--- src/rtl/pmp_bank_pkg.sv ---
package pmp_bank_pkg;

  typedef enum logic [1:0] {
    KIND_CFG  = 2'd0,
    KIND_ADDR = 2'd1,
    KIND_SEC  = 2'd2,
    KIND_NONE = 2'd3
  } regKind_e;

  localparam int BYTES_PER_CFG = 4;
  localparam int BIT_READ      = 0;
  localparam int BIT_WRITE     = 1;
  localparam int BIT_EXEC      = 2;
  localparam int BIT_MODE_LO   = 3;
  localparam int BIT_LOCK      = 7;
  localparam logic [1:0] MODE_TOR = 2'b01;
  localparam logic [2:0] PERM_WX  = 3'b110;

  // secVal: [2] bypass, [1] whitelist, [0] lockdown
  typedef struct packed {
    logic [BYTES_PER_CFG-1:0] cfgByteWe;
    logic                     addrWe;
    logic                     secWe;
    logic [2:0]               secVal;
  } bankStrobe_t;

endpackage

--- src/rtl/pmp_bank_ctrl.sv ---
module pmp_bank_ctrl
  import pmp_bank_pkg::*;
#(
  parameter int NUM_ENTRIES = 16,
  parameter int IDX_W       = 6
) (
  input  logic                     clk,
  input  logic                     rstN,
  input  logic                     csrWe,
  input  logic [1:0]               csrKind,
  input  logic [IDX_W-1:0]         csrIdx,
  input  logic [31:0]              csrWdata,
  input  logic [NUM_ENTRIES*8-1:0] cfgFlat,
  input  logic                     secLockdown,
  input  logic                     secWhitelist,
  input  logic                     secBypass,
  output bankStrobe_t              strobe
);

  localparam int ENT_W    = $clog2(NUM_ENTRIES);
  localparam int CFG_REGS = NUM_ENTRIES / BYTES_PER_CFG;
  localparam int CFG_W    = $clog2(CFG_REGS);

  logic [7:0] cfgArr [NUM_ENTRIES];
  logic       anyLock;
  logic       kindCfg, kindAddr, kindSec;
  logic       cfgInRange, addrInRange;
  logic [ENT_W-1:0] addrSel, nextSel;
  logic       isLast, nextBlocks, ownLocked;
  logic       unusedCfg;

  for (genvar e = 0; e < NUM_ENTRIES; e++) begin : g_unpack
    assign cfgArr[e] = cfgFlat[e*8 +: 8];
  end

  assign unusedCfg = ^cfgFlat;

  always_comb begin
    anyLock = 1'b0;
    for (int e = 0; e < NUM_ENTRIES; e++) anyLock = anyLock | cfgArr[e][BIT_LOCK];
  end

  assign kindCfg     = (csrKind == KIND_CFG);
  assign kindAddr    = (csrKind == KIND_ADDR);
  assign kindSec     = (csrKind == KIND_SEC);
  assign cfgInRange  = int'(csrIdx) < CFG_REGS;
  assign addrInRange = int'(csrIdx) < NUM_ENTRIES;

  // per-byte acceptance for a configuration write
  for (genvar b = 0; b < BYTES_PER_CFG; b++) begin : g_byte
    logic [ENT_W-1:0] entSel;
    logic [7:0]       newByte;
    logic             curLock, lockdownOk, accept;
    assign entSel     = {csrIdx[CFG_W-1:0], 2'(b)};
    assign newByte    = csrWdata[b*8 +: 8];
    assign curLock    = cfgArr[entSel][BIT_LOCK];
    assign lockdownOk = (newByte[BIT_LOCK] & ~newByte[BIT_EXEC]) |
                        (~newByte[BIT_LOCK] & (newByte[2:0] != PERM_WX));
    assign accept     = secBypass |
                        (~secLockdown & ~curLock) |
                        (secLockdown & lockdownOk);
    assign strobe.cfgByteWe[b] = csrWe & kindCfg & cfgInRange & accept;
  end

  // address write screening against own and next entry
  assign addrSel    = csrIdx[ENT_W-1:0];
  assign nextSel    = addrSel + 1'b1;
  assign isLast     = (addrSel == ENT_W'(NUM_ENTRIES - 1));
  assign ownLocked  = cfgArr[addrSel][BIT_LOCK];
  assign nextBlocks = ~isLast & cfgArr[nextSel][BIT_LOCK] &
                      (cfgArr[nextSel][BIT_MODE_LO +: 2] == MODE_TOR);
  assign strobe.addrWe = csrWe & kindAddr & addrInRange & ~ownLocked & ~nextBlocks;

  // security register: sticky policy bits, guarded bypass
  assign strobe.secWe     = csrWe & kindSec & (csrIdx == '0);
  assign strobe.secVal[2] = csrWdata[2] & (secBypass | ~anyLock);
  assign strobe.secVal[1] = csrWdata[1] | secWhitelist;
  assign strobe.secVal[0] = csrWdata[0] | secLockdown;

  AST_OOR_CFG_IGNORED: assert property (@(posedge clk) disable iff (!rstN)
    (csrWe && kindCfg && !cfgInRange) |=> $stable(cfgFlat));

  AST_BAD_KIND_IGNORED: assert property (@(posedge clk) disable iff (!rstN)
    (csrWe && csrKind == KIND_NONE) |=> $stable(cfgFlat));

endmodule

--- src/rtl/pmp_bank_dp.sv ---
module pmp_bank_dp
  import pmp_bank_pkg::*;
#(
  parameter int NUM_ENTRIES = 16,
  parameter int ADDR_W      = 32,
  parameter int IDX_W       = 6
) (
  input  logic                          clk,
  input  logic                          rstN,
  input  bankStrobe_t                   strobe,
  input  logic [1:0]                    csrKind,
  input  logic [IDX_W-1:0]              csrIdx,
  input  logic [31:0]                   csrWdata,
  output logic [NUM_ENTRIES*8-1:0]      cfgFlat,
  output logic [NUM_ENTRIES*ADDR_W-1:0] addrFlat,
  output logic                          secLockdown,
  output logic                          secWhitelist,
  output logic                          secBypass,
  output logic [31:0]                   csrRdata
);

  localparam int ENT_W    = $clog2(NUM_ENTRIES);
  localparam int CFG_REGS = NUM_ENTRIES / BYTES_PER_CFG;
  localparam int CFG_W    = $clog2(CFG_REGS);

  logic [7:0]        cfgArr  [NUM_ENTRIES];
  logic [ADDR_W-1:0] addrArr [NUM_ENTRIES];
  logic              lockdownQ, whitelistQ, bypassQ;
  logic              anyLockDp;

  always_ff @(posedge clk) begin
    if (!rstN) begin
      for (int e = 0; e < NUM_ENTRIES; e++) begin
        cfgArr[e]  <= '0;
        addrArr[e] <= '0;
      end
      lockdownQ  <= 1'b0;
      whitelistQ <= 1'b0;
      bypassQ    <= 1'b0;
    end else begin
      for (int b = 0; b < BYTES_PER_CFG; b++) begin
        if (strobe.cfgByteWe[b])
          cfgArr[{csrIdx[CFG_W-1:0], 2'(b)}] <= csrWdata[b*8 +: 8];
      end
      if (strobe.addrWe) addrArr[csrIdx[ENT_W-1:0]] <= csrWdata[ADDR_W-1:0];
      if (strobe.secWe) begin
        bypassQ    <= strobe.secVal[2];
        whitelistQ <= strobe.secVal[1];
        lockdownQ  <= strobe.secVal[0];
      end
    end
  end

  for (genvar e = 0; e < NUM_ENTRIES; e++) begin : g_flat
    assign cfgFlat[e*8 +: 8]           = cfgArr[e];
    assign addrFlat[e*ADDR_W +: ADDR_W] = addrArr[e];
  end

  assign secLockdown  = lockdownQ;
  assign secWhitelist = whitelistQ;
  assign secBypass    = bypassQ;

  always_comb begin
    csrRdata = '0;
    unique case (csrKind)
      KIND_CFG: if (int'(csrIdx) < CFG_REGS)
        for (int b = 0; b < BYTES_PER_CFG; b++)
          csrRdata[b*8 +: 8] = cfgArr[{csrIdx[CFG_W-1:0], 2'(b)}];
      KIND_ADDR: if (int'(csrIdx) < NUM_ENTRIES)
        csrRdata = 32'(addrArr[csrIdx[ENT_W-1:0]]);
      KIND_SEC: if (csrIdx == '0)
        csrRdata = {29'd0, bypassQ, whitelistQ, lockdownQ};
      default: csrRdata = '0;
    endcase
  end

  always_comb begin
    anyLockDp = 1'b0;
    for (int e = 0; e < NUM_ENTRIES; e++) anyLockDp = anyLockDp | cfgArr[e][BIT_LOCK];
  end

  AST_LOCKDOWN_STICKY: assert property (@(posedge clk) disable iff (!rstN)
    lockdownQ |=> lockdownQ);

  AST_WHITELIST_STICKY: assert property (@(posedge clk) disable iff (!rstN)
    whitelistQ |=> whitelistQ);

  AST_BYPASS_NO_RISE: assert property (@(posedge clk) disable iff (!rstN)
    (!bypassQ && anyLockDp) |=> !bypassQ);

  for (genvar e = 0; e < NUM_ENTRIES; e++) begin : g_chk
    AST_LOCKED_CFG_HOLD: assert property (@(posedge clk) disable iff (!rstN)
      (!bypassQ && !lockdownQ && cfgArr[e][BIT_LOCK]) |=> $stable(cfgArr[e]));

    AST_LOCKED_ADDR_HOLD: assert property (@(posedge clk) disable iff (!rstN)
      cfgArr[e][BIT_LOCK] |=> $stable(addrArr[e]));
  end

endmodule

--- src/rtl/pmp_cfg_bank.sv ---
module pmp_cfg_bank
  import pmp_bank_pkg::*;
#(
  parameter int NUM_ENTRIES = 16,
  parameter int ADDR_W      = 32,
  parameter int IDX_W       = 6
) (
  input  logic                          clk,
  input  logic                          rstN,
  input  logic                          csrWe,
  input  logic [1:0]                    csrKind,
  input  logic [IDX_W-1:0]              csrIdx,
  input  logic [31:0]                   csrWdata,
  output logic [31:0]                   csrRdata,
  output logic [NUM_ENTRIES-1:0]        entryRead,
  output logic [NUM_ENTRIES-1:0]        entryWrite,
  output logic [NUM_ENTRIES-1:0]        entryExec,
  output logic [2*NUM_ENTRIES-1:0]      entryMode,
  output logic [NUM_ENTRIES-1:0]        entryLock,
  output logic [NUM_ENTRIES*ADDR_W-1:0] entryAddr,
  output logic                          secLockdown,
  output logic                          secWhitelist,
  output logic                          secBypass
);

  bankStrobe_t              strobe;
  logic [NUM_ENTRIES*8-1:0] cfgFlat;
  logic                     unusedCfgBits;

  pmp_bank_ctrl #(.NUM_ENTRIES(NUM_ENTRIES), .IDX_W(IDX_W)) u_ctrl (
    .clk          (clk),
    .rstN         (rstN),
    .csrWe        (csrWe),
    .csrKind      (csrKind),
    .csrIdx       (csrIdx),
    .csrWdata     (csrWdata),
    .cfgFlat      (cfgFlat),
    .secLockdown  (secLockdown),
    .secWhitelist (secWhitelist),
    .secBypass    (secBypass),
    .strobe       (strobe)
  );

  pmp_bank_dp #(.NUM_ENTRIES(NUM_ENTRIES), .ADDR_W(ADDR_W), .IDX_W(IDX_W)) u_dp (
    .clk          (clk),
    .rstN         (rstN),
    .strobe       (strobe),
    .csrKind      (csrKind),
    .csrIdx       (csrIdx),
    .csrWdata     (csrWdata),
    .cfgFlat      (cfgFlat),
    .addrFlat     (entryAddr),
    .secLockdown  (secLockdown),
    .secWhitelist (secWhitelist),
    .secBypass    (secBypass),
    .csrRdata     (csrRdata)
  );

  for (genvar e = 0; e < NUM_ENTRIES; e++) begin : g_dec
    assign entryRead[e]       = cfgFlat[e*8 + BIT_READ];
    assign entryWrite[e]      = cfgFlat[e*8 + BIT_WRITE];
    assign entryExec[e]       = cfgFlat[e*8 + BIT_EXEC];
    assign entryMode[2*e +: 2] = cfgFlat[e*8 + BIT_MODE_LO +: 2];
    assign entryLock[e]       = cfgFlat[e*8 + BIT_LOCK];
  end

  assign unusedCfgBits = ^cfgFlat;

endmodule

--- config.mk ---
export PLATFORM = sky130hd
export DESIGN_NAME = pmp_cfg_bank
export DESIGN_NICKNAME = d
export VERILOG_FILES = /design/src/rtl/pmp_bank_pkg.sv /design/src/rtl/pmp_bank_ctrl.sv /design/src/rtl/pmp_bank_dp.sv /design/src/rtl/pmp_cfg_bank.sv
export SDC_FILE = /design/constraint.sdc
export NUM_CORES = 1
export LEC_CHECK = 0
export CORE_AREA = 2 2 271 273
export DETAILED_ROUTE_END_ITERATION = 12
export DIE_AREA = 0 0 273 275
export DONT_BUFFER_PORTS = 1
export GPL_ROUTABILITY_DRIVEN = 0
export SLEW_MARGIN = 20
export SYNTH_ARGS = -nofsm -noshare
export SYNTH_HDL_FRONTEND = slang
export SYNTH_SLANG_ARGS = --single-unit
--- constraint.sdc ---
create_clock -name clk -period 12.1 [get_ports clk]
set_input_delay 3.025 -clock clk [delete_from_list [all_inputs] [get_ports clk]]
set_output_delay 3.025 -clock clk [all_outputs]
set_load 0.005 [all_outputs]
* Yosys cells after proc, flatten, opt, wreduce, memory -nomap -nowiden
Memory sizes are Yosys's and may differ from the RTL's.
Cells that the tools add are included.
** Storage, ports and cells
- Output and inout bits :: 643
- Input port bits :: 43
- Word-level logic and storage cells :: 166
- RAM bits :: 640
- Memories kept :: 2
- Bits in registers :: 3
** Operators by class
- Reductions and logical operators :: 7
- Bitwise operators :: 84
- Equality and inequality tests :: 8
- Add/sub/neg operators :: 1
- Muxes and demuxes :: 53
- Order comparisons :: 8
** Memories
- u_dp.addrArr :: words 16, bits a word 32, read ports 17, clocked after memory_dff 0, write ports 16, RTL line pmp_bank_dp.sv:27 : logic [ADDR_W-1:0] addrArr [NUM_ENTRIES];
- u_dp.cfgArr :: words 16, bits a word 8, read ports 20, clocked after memory_dff 0, write ports 16, RTL line pmp_bank_dp.sv:26 : logic [7:0] cfgArr [NUM_ENTRIES];
** Operators by type and width (number)
- binary-select mux 8 bit (select 4 bit) :: 6
- 2-to-1 mux 8 bit :: 16
- 2-to-1 mux 32 bit :: 3
- case mux 32 bit (3 select lines) :: 1
- OR reduction 32 bit :: 1
- OR reduction 8 bit :: 4
- AND 1 bit :: 31
- greater-or-equal comparator 5 bit, second input constant :: 6
- inverter 4 -> 5 bit :: 6
- OR 1 bit :: 30
- 2-to-1 mux 1 bit :: 21
- 2-to-1 mux 4 bit :: 5
- inverter 1 bit :: 17
- inequality test 3 bit, second input constant :: 4
- zero test 6 bit :: 1
- less-than comparator 6 x 3 -> 1 bit, second input constant :: 1
- less-than comparator 6 x 5 -> 1 bit, second input constant :: 1
- adder 4 x 1 -> 4 bit, second input constant :: 1
- equality test 2 x 1 -> 1 bit, second input constant :: 2
- equality test 4 bit, second input constant :: 1
- 2-to-1 mux 3 bit :: 1
- equality test 2 bit, second input constant :: 1
- zero test 2 bit :: 1

* Depth between registers and ports, before layout
Gate-level depths: netlist (run 1).
An unclocked memory read counts as a cell.
- Word-level depth :: 19
- Depth in mapped cells :: 12
- Depth with buffers taken out :: 7

* Modules after synthesis
A second synthesis (run 1) with hierarchy kept.
** Second synthesis, totals
- Cell total of the unflattened synthesis :: 1964
- Area, all modules :: 30083.9 um^2
** Modules (own cells, without submodules)
- pmp_bank_dp :: seq. area each 19278.5 um^2, area an instance 29253.1 um^2, times used 1, cells each 1865
- pmp_bank_ctrl :: seq. area each 0.0 um^2, area an instance 830.8 um^2, times used 1, cells each 99

* Least setup slack after synthesis (run 1)
No wires, ideal clock.
- Path type :: input to register
- Start point :: input port csrIdx[0]
- End point :: memory u_dp.addrArr[3][0], enable pin
- Setup slack :: 3.505 ns
- Stages on the path :: 10
- Library setup time :: 0.511 ns
- Data required time :: 11.589 ns
- Arrival :: 8.084 ns
- Buffers on the path :: 4
- Cells stage by stage :: buf_6 -> buf_6 -> inv_1 -> ha_1 -> clkbuf_1 -> o21bai_1 -> nor4_2 -> o21ai_2 -> buf_6 -> o41ai_1
** RTL lines
- start, declared :: RTL line pmp_cfg_bank.sv:12 : input logic [IDX_W-1:0] csrIdx,
- end, declared :: RTL line pmp_bank_dp.sv:27

* Final worst setup path (run 1)
- Start point :: input port csrIdx[0]
- End point :: output port csrRdata[0]
** Between the ends
- Cells in the longest elaborated chain, start to end :: 3
- Elaborated cells on any way between the ends :: 9
- Classes of those cells :: order compare (2); mux (4); reduce/logical (1); memory (2)
** Ends and longest elaborated chain
- memory (16 x 32 bit) (tied with other cells)
- 2-to-1 mux 32 bit (tied with other cells) :: RTL line pmp_bank_dp.sv:69 : KIND_ADDR: if (int'(csrIdx) < NUM_ENTRIES)
- case mux 32 bit (3 select lines) * :: RTL line pmp_bank_dp.sv:65 : unique case (csrKind)
- end, declared :: RTL line pmp_cfg_bank.sv:14 : output logic [31:0] csrRdata,
Mark *: on every way between the ends. The rest lies on a longest branch, timed or not.

==> impl_results.md, run 1 <==
- Leak pwr: 10.6 nW
- Final min period: 7.99 ns
- CP top delay family: buffers and inverters
- NetSw: 1.26 mW
- Hold path endpoint: u_dp.secWhitelist
- Clock Skews: between 0.02 and 0.03 ns
- CP arrival: 4.96 ns
- Design area: 33200 um2
- EDFF count, synth: 640
- Largest net degree at the start of global routing: 180
- Synth Instances: around 2200
- Gates resized, CTS repair: 0
- Worst Tran Pin Value: around 1.1 ns
- Mean Syn Cell Area: about 14 um2
- Syn nets: 2223
- Finished Core Util: 45.9%
- Post-DRT Antenna Nets: 0
- Layout cell share with drive strength beyond 1: 18.1%
- Sw frac: 24.5%
- Seq/Total Area, Yosys: 62.2%
- Hold path start: u_dp.secWhitelist
- Post-Route Setup TNS: 0 ns
- Area grow syn2layout: 7.03%
- DR vias: 20800
- Initial cell density of the core: 42.9%
- Warning count from the yosys run: 0
- RSZ-0062 raised after global routing: no
- Worst-case clock buffer depth: 3
- Initial DRC count: 3140
- Slew headroom: 24.9%
- FF-to-FF setup slack: ~7.8 ns
- Postcts setup bufs: 0
- Crit-path cells: inv_1 > ha_2 > buf_4 > nand2_1 > nor4_1 > buf_4 > a22oi_1 > o21ai_0
- Final Cycle Share: 66.0%
- Critical Path Max Stage Delay: between 0.5 and 0.6 ns
- Vias in the first global route: 20200
- Global Route Usage Sum: 31.8%
- Per-cell routed wire length: 41.2 um
- Routed WL: ~120000 um
- Ports: 686
- Final setup fails: 0
- DRC violations left: 0
- Post-DP HPWL: 79700 um
- Clock Latency Late Sink: 0.62 ns
- NumNets Final: roughly 2000
- FF-to-FF End: u_dp.addrArr[10][8]
- CTS tree: built
- Hold Path Cell Cnt: 2
- CP Launch Type: primary input
- Worst vdd ir: 0.000107 V
- WHS: 0.600 ns
- Drt pass-1 iters: 6
- Fmax: 0.125 GHz
- Final Hold Viols: 0
- Post-synthesis register bit count: 643
- Clk pwr share: 42.2%
- DIE AREA: around 75000 um2
- Critical path endpoint category: primary output
- Total power: 5.15 mW
- Prevailing post-synth register cell: edfxtp_1
- Commonest cells after routing, fill and taps aside: edfxtp_1 (640), nor4_1 (229), mux4_2 (194), nor3_1 (162), nand2_1 (161)
- Via density per instance: roughly 7
- Hold-fix buffers at CTS: 0
- First-pass GRT wire length: 167000 um
- Cell-internal power: 3.89 mW
- Ys async rst share: 0%
- Reg-to-reg startpoint: u_dp.cfgArr[3][15]
- Synth unique cells: 55
- Commonest non-fill, non-tap cell in the layout: edfxtp_1
- Worst R2R Path Depth: 7
- Comb pwr share: 6.9%
- Hold crit path type: reg2reg
- Post-Syn Area: slightly above 30000 um2
- Clk slew on worst S/H paths: 0.06 ns
- Clock root cell: clkbuf_16
- # Max-Cap Violations: 0
- Clk sinks: 643
- Pins Over Slew Limit: 0
- Initial antenna violation count: 10
- Slowest library cell on the worst path: buf_4
- Seq pwr share: a little over 50%
- Area of the core: between 70000 and 80000 um2
- Setup CP Type: in2out
- Die Y: between 200 and 300 um
- # rows: a little under 100
- I/O Buffers: 0
- Status: complete, no violations
- Overflow after GRT: 0
- H-tree depth: 3
- Most frequent CP cell: buf_4
- Die Wd: 273 um
- Critical path fanouts, max: roughly 180
- Dpl cell area: 30900 um2
- Filler cell count: 6379
- CTS Buf Count: 71
- WP buf/inv: 3
- Worst EP required: 9.07 ns
- PwrDens: approximately 160 nW/um2
cell type report:
type | instances | area [um2] | share of cell area [%]
flip-flops and latches | 643 | 19300 | 58.1
multi-input cells | 1173 | 9970 | 30.0
clock buffers | 84 | 1850 | 5.56
well taps | 959 | 1200 | 3.61
clock inverters | 44 | 442 | 1.33
repair buffers | 39 | 305 | 0.920
inverters | 39 | 146 | 0.441
diodes | 2 | 5.00 | 0.0151
tightest hold or removal path: cells and delay by family (launching register included):
kind	cells	cell delay [ns]
simple gates	1	0.10
flops	1	0.40
compound gates	1	0.06
routing by layer:
metal | part of all wire, % | global-route usage [%] | up-vias | wire [um]
met4 | 4.1 | 12.7 | 2 | 5060
met3 | 15 | 13.9 | 346 | 18900
met2 | 47 | 49.8 | 1887 | 57300
met1 | 34 | 38.9 | 10600 | 41700
met5 | 0.011 | 0 | - | 13
li1 | - | - | 7954 | -
power by group through the flow:
stage / Sequential, mW / Clock, mW / Combinational (mW)
4_1_cts: 2.62 / 2.18 / 0.348
6_report: 2.62 / 2.17 / 0.355
5_1_grt: 2.62 / 2.27 / 0.367
3_3_place_gp: 2.67 / 0 / 0.342
2_1_floorplan: 2.61 / 0 / 0.270
3_5_place_dp: 2.67 / 0 / 0.346
worst max-delay path by stage:
| stage | startpoint | end | slack (ns) | cells past startpoint |
|---|---|---|---|---|
| final | csrIdx[0] | csrRdata[0] | 4.11 | 8 |
| after floorplan | csrIdx[0] | u_dp.addrArr[3][0] | 3.51 | 10 |
| after global routing | csrIdx[2] | csrRdata[6] | 4.09 | 5 |
| after global placement | csrIdx[2] | csrRdata[6] | 4.22 | 5 |
| after detailed placement | csrIdx[2] | csrRdata[6] | 4.19 | 5 |
| after CTS | csrIdx[2] | csrRdata[6] | 4.18 | 5 |
cell usage after synthesis (28+ instances only):
cell type | count | area share (%)
buf_4 | 99 | 2.4
buf_2 | 64 | 1.0
buf_6 | 28 | 1.0
inv_1 | 39 | 0.47
nor2_1 | 136 | 1.6
clkbuf_1 | 103 | 1.2
and2_1 | 129 | 2.6
nor4_1 | 229 | 4.6
nor3_1 | 162 | 2.6
edfxtp_1 | 640 | 62
o21ai_0 | 38 | 0.61
nand2_1 | 162 | 2.0
mux4_2 | 194 | 14
cells by family (layout without fill, tap and decap cells):
| family | count (synthesis) | count (layout) | synth area share (%) |
|---|---|---|---|
| AO/OA/AOI/OAI | 75 | 75 | 1.67 |
| XOR/XNOR | 1 | 1 | 0.0282 |
| adder cells (fa/ha/maj) | 4 | 4 | 0.161 |
| buffers and inverters | 360 | 206 | 6.49 |
| flip-flops | 643 | 643 | 62.2 |
| multiplexers | 199 | 199 | 14.3 |
| other | 0 | 2 | 0 |
| AND/OR/NAND/NOR | 894 | 894 | 15.2 |
sequential cells by signal, summed over array words and instances, names as in the netlist:
register           cells
u_dp.cfgArr          128
u_dp.addrArr         512
u_dp.secLockdown       1
u_dp.secWhitelist      1
u_dp.secBypass         1
per-stage QoR:
stage,instances,setup slack (ns)
6_report,2983,4.11
4_1_cts,2981,4.18
2_1_floorplan,2176,3.51
3_5_place_dp,2853,4.19
5_1_grt,2981,4.09
3_3_place_gp,2853,4.22
Note: power is estimated with default switching activity, not from simulation.
==> run 2: changes to the inputs <==
clock period = 8.4 ns   (was 12.1 ns; I/O delays follow)
==> run 2 against run 1 <==
Flip-flop and latch count did not move. Die area did not move. Setup slack got worse by 1.9 ns. Clock-buffer cell count fell by 1. Final cell count rose by 0.27%. Sequential power rose by 44%. Sequential share of layout area rose by 0.075 points. Largest power group unchanged. Worst hold slack improved by 0.019 ns. Clock power rose by 40%. Total power rose by 42%. Clock skew rose by 0.0094 ns. Register-to-register slack got worse by 3.9 ns. Highest routed layer is now met4.
==> impl_results.md, run 2 (synthesis gave the netlist of run 1 again) <==
- Status: complete, no violations
- CTS tree: built
- NumNets Final: about 2000
- Reg-to-reg startpoint: u_dp.cfgArr[2][15]
- Die Y: 275 um
- Clock Latency Late Sink: slightly above 0.6 ns
- Pre-CTS WS: approximately 1.9 ns
- Commonest non-fill, non-tap cell in the layout: edfxtp_1
- Hold-fix buffers at CTS: 0
- Critical path endpoint category: primary output
- Critical Path Max Stage Delay: 0.67 ns
- WP buf/inv: 3
- # Max-Cap Violations: 0
- Slew headroom: 19.0%
- Clock root cell: clkbuf_16
- Clk pwr share: 41.4%
- Setup CP Type: in2out
- I/O Buffers: 0
- Clk sinks: 643
- Largest reg by FF count: u_dp.addrArr
- Worst vdd ir: 0.000228 V
- Seq pwr share: approximately half
- CP arrival: between 4 and 5 ns
- CTS Buf Count: 70
- Max reg flops: 512
- CP Launch Type: primary input
- Clock Skews: 0.0357 ns
- Area of the core: 72300 um2
- Global Route Usage Sum: 31.8%
- Postcts setup bufs: 0
- Final min period: 6.20 ns
- Overflow after GRT: 0
- Fmax: 0.161 GHz
- RSZ-0062 raised after global routing: no
- Worst EP required: 6.30 ns
- Clk slew on worst S/H paths: 0.06 ns
- Via density per instance: around 7
- Area grow syn2layout: 6.89%
- Slowest library cell on the worst path: buf_4
- Largest net degree at the start of global routing: 180
- CP top delay family: buffers and inverters
- First-pass GRT wire length: 167000 um
- H-tree depth: 3
- Initial cell density of the core: 42.9%
- DIE AREA: 75100 um2
- Regs by FF count: u_dp.addrArr (512), u_dp.cfgArr (128)
- NetSw: 1.82 mW
- Critical path launch point: csrIdx[0]
- Post-DRT Antenna Nets: 0
- Vias in the first global route: 20400
- Comb pwr share: 7.0%
- Post-DP HPWL: 80200 um
- Initial DRC count: around 3100
- Filler cell count: 6401
- Critical path fanouts, max: approximately 180
- Layout cell share with drive strength beyond 1: 18.5%
- PwrDens: ~220 nW/um2
- Worst-case clock buffer depth: 3
- Per-cell routed wire length: 41.3 um
- Crit-path cells: inv_1 > ha_2 > buf_4 > nand2_1 > nor4_1 > buf_4 > a22oi_1 > o21ai_0
- Sw frac: 24.8%
- Cell-internal power: 5.50 mW
- DRC violations left: 0
- Initial antenna violation count: 8
- Commonest cells after routing, fill and taps aside: edfxtp_1 (640), nor4_1 (229), mux4_2 (194), nor3_1 (162), nand2_1 (161)
- Ports: 686
- Finished Core Util: 45.8%
- DR vias: 21000
- Pins Over Slew Limit: 0
- Post-Route Setup TNS: 0 ns
- Leak pwr: 10.6 nW
- Most frequent CP cell: buf_4
- Final Cycle Share: 73.8%
- Gates resized, CTS repair: 0
- Final Hold Viols: 0
- # rows: 99
- Hold path start: u_dp.secWhitelist
- Worst Tran Pin Value: 1.22 ns
- Routed WL: 123000 um
- Hold crit path type: reg2reg
- Final WS setup: 2.20 ns
- Drt pass-1 iters: 6
- Die Wd: 273 um
- Final setup fails: 0
run 2: changes by cell type in the layout (fill, tap and decap cells not counted), sizes merged:
cell	before	now
buf	39	44
bufinv	7	4
clkbuf	84	83
clkinv	29	34
clkinvlp	3	2
diode	2	5
run 2: per-stage QoR:
step	hold WS, ns	std cells	total power [mW]	cell area, um2
2_1_floorplan	0.505	2176	4.15	31000
3_3_place_gp	0.598	2858	4.33	30900
3_5_place_dp	0.601	2858	4.34	30900
4_1_cts	0.610	2986	7.32	33100
5_1_grt	0.676	2986	7.47	33100
6_report	0.619	2991	7.32	33200
run 2: cell type report:
| type | instances | area (um2) | area share, % |
|---|---|---|---|
| antenna | 5 | 12.5 | 0.0377 |
| clock buffer | 83 | 1820 | 5.50 |
| clock inverter | 45 | 392 | 1.18 |
| inverter | 39 | 146 | 0.442 |
| multi-input combinational | 1173 | 9970 | 30.1 |
| sequential | 643 | 19300 | 58.2 |
| tap | 959 | 1200 | 3.62 |
| timing repair buffer | 44 | 330 | 0.996 |
run 2: worst register-to-register path: cells and delay by family (launching register included):
family	cells	cell delay, ns
AO/OA/AOI/OAI	3	1.04
flip-flops	1	0.60
buffers and inverters	2	1.79
AND/OR/NAND/NOR	2	0.78
run 2: layer usage:
metal  GRT usage [%]  vias up  part of all wire (%)
met2            49.5     1903                    46
met4            12.3        0                   3.9
met5               0        -                     0
li1                -     7961                     -
met1            39.6    10800                    34
met3            13.6      317                    16
run 2: power by group through the flow:
stage	clock network, mW	logic, mW	registers, mW
final	3.03	0.514	3.78
after global routing	3.17	0.526	3.78
after CTS	3.04	0.500	3.77
after detailed placement	0	0.499	3.84
after global placement	0	0.491	3.84
after floorplan	0	0.389	3.76
run 2: path summary, 6_finish.rpt:
kind,to,slack (ns),cells after the start
setup reg to reg,u_dp.addrArr[3][19],3.90,7
hold reg to reg,u_dp.secWhitelist,0.62,2
hold / removal,u_dp.secWhitelist,0.62,2
setup / recovery,csrRdata[1],2.20,8
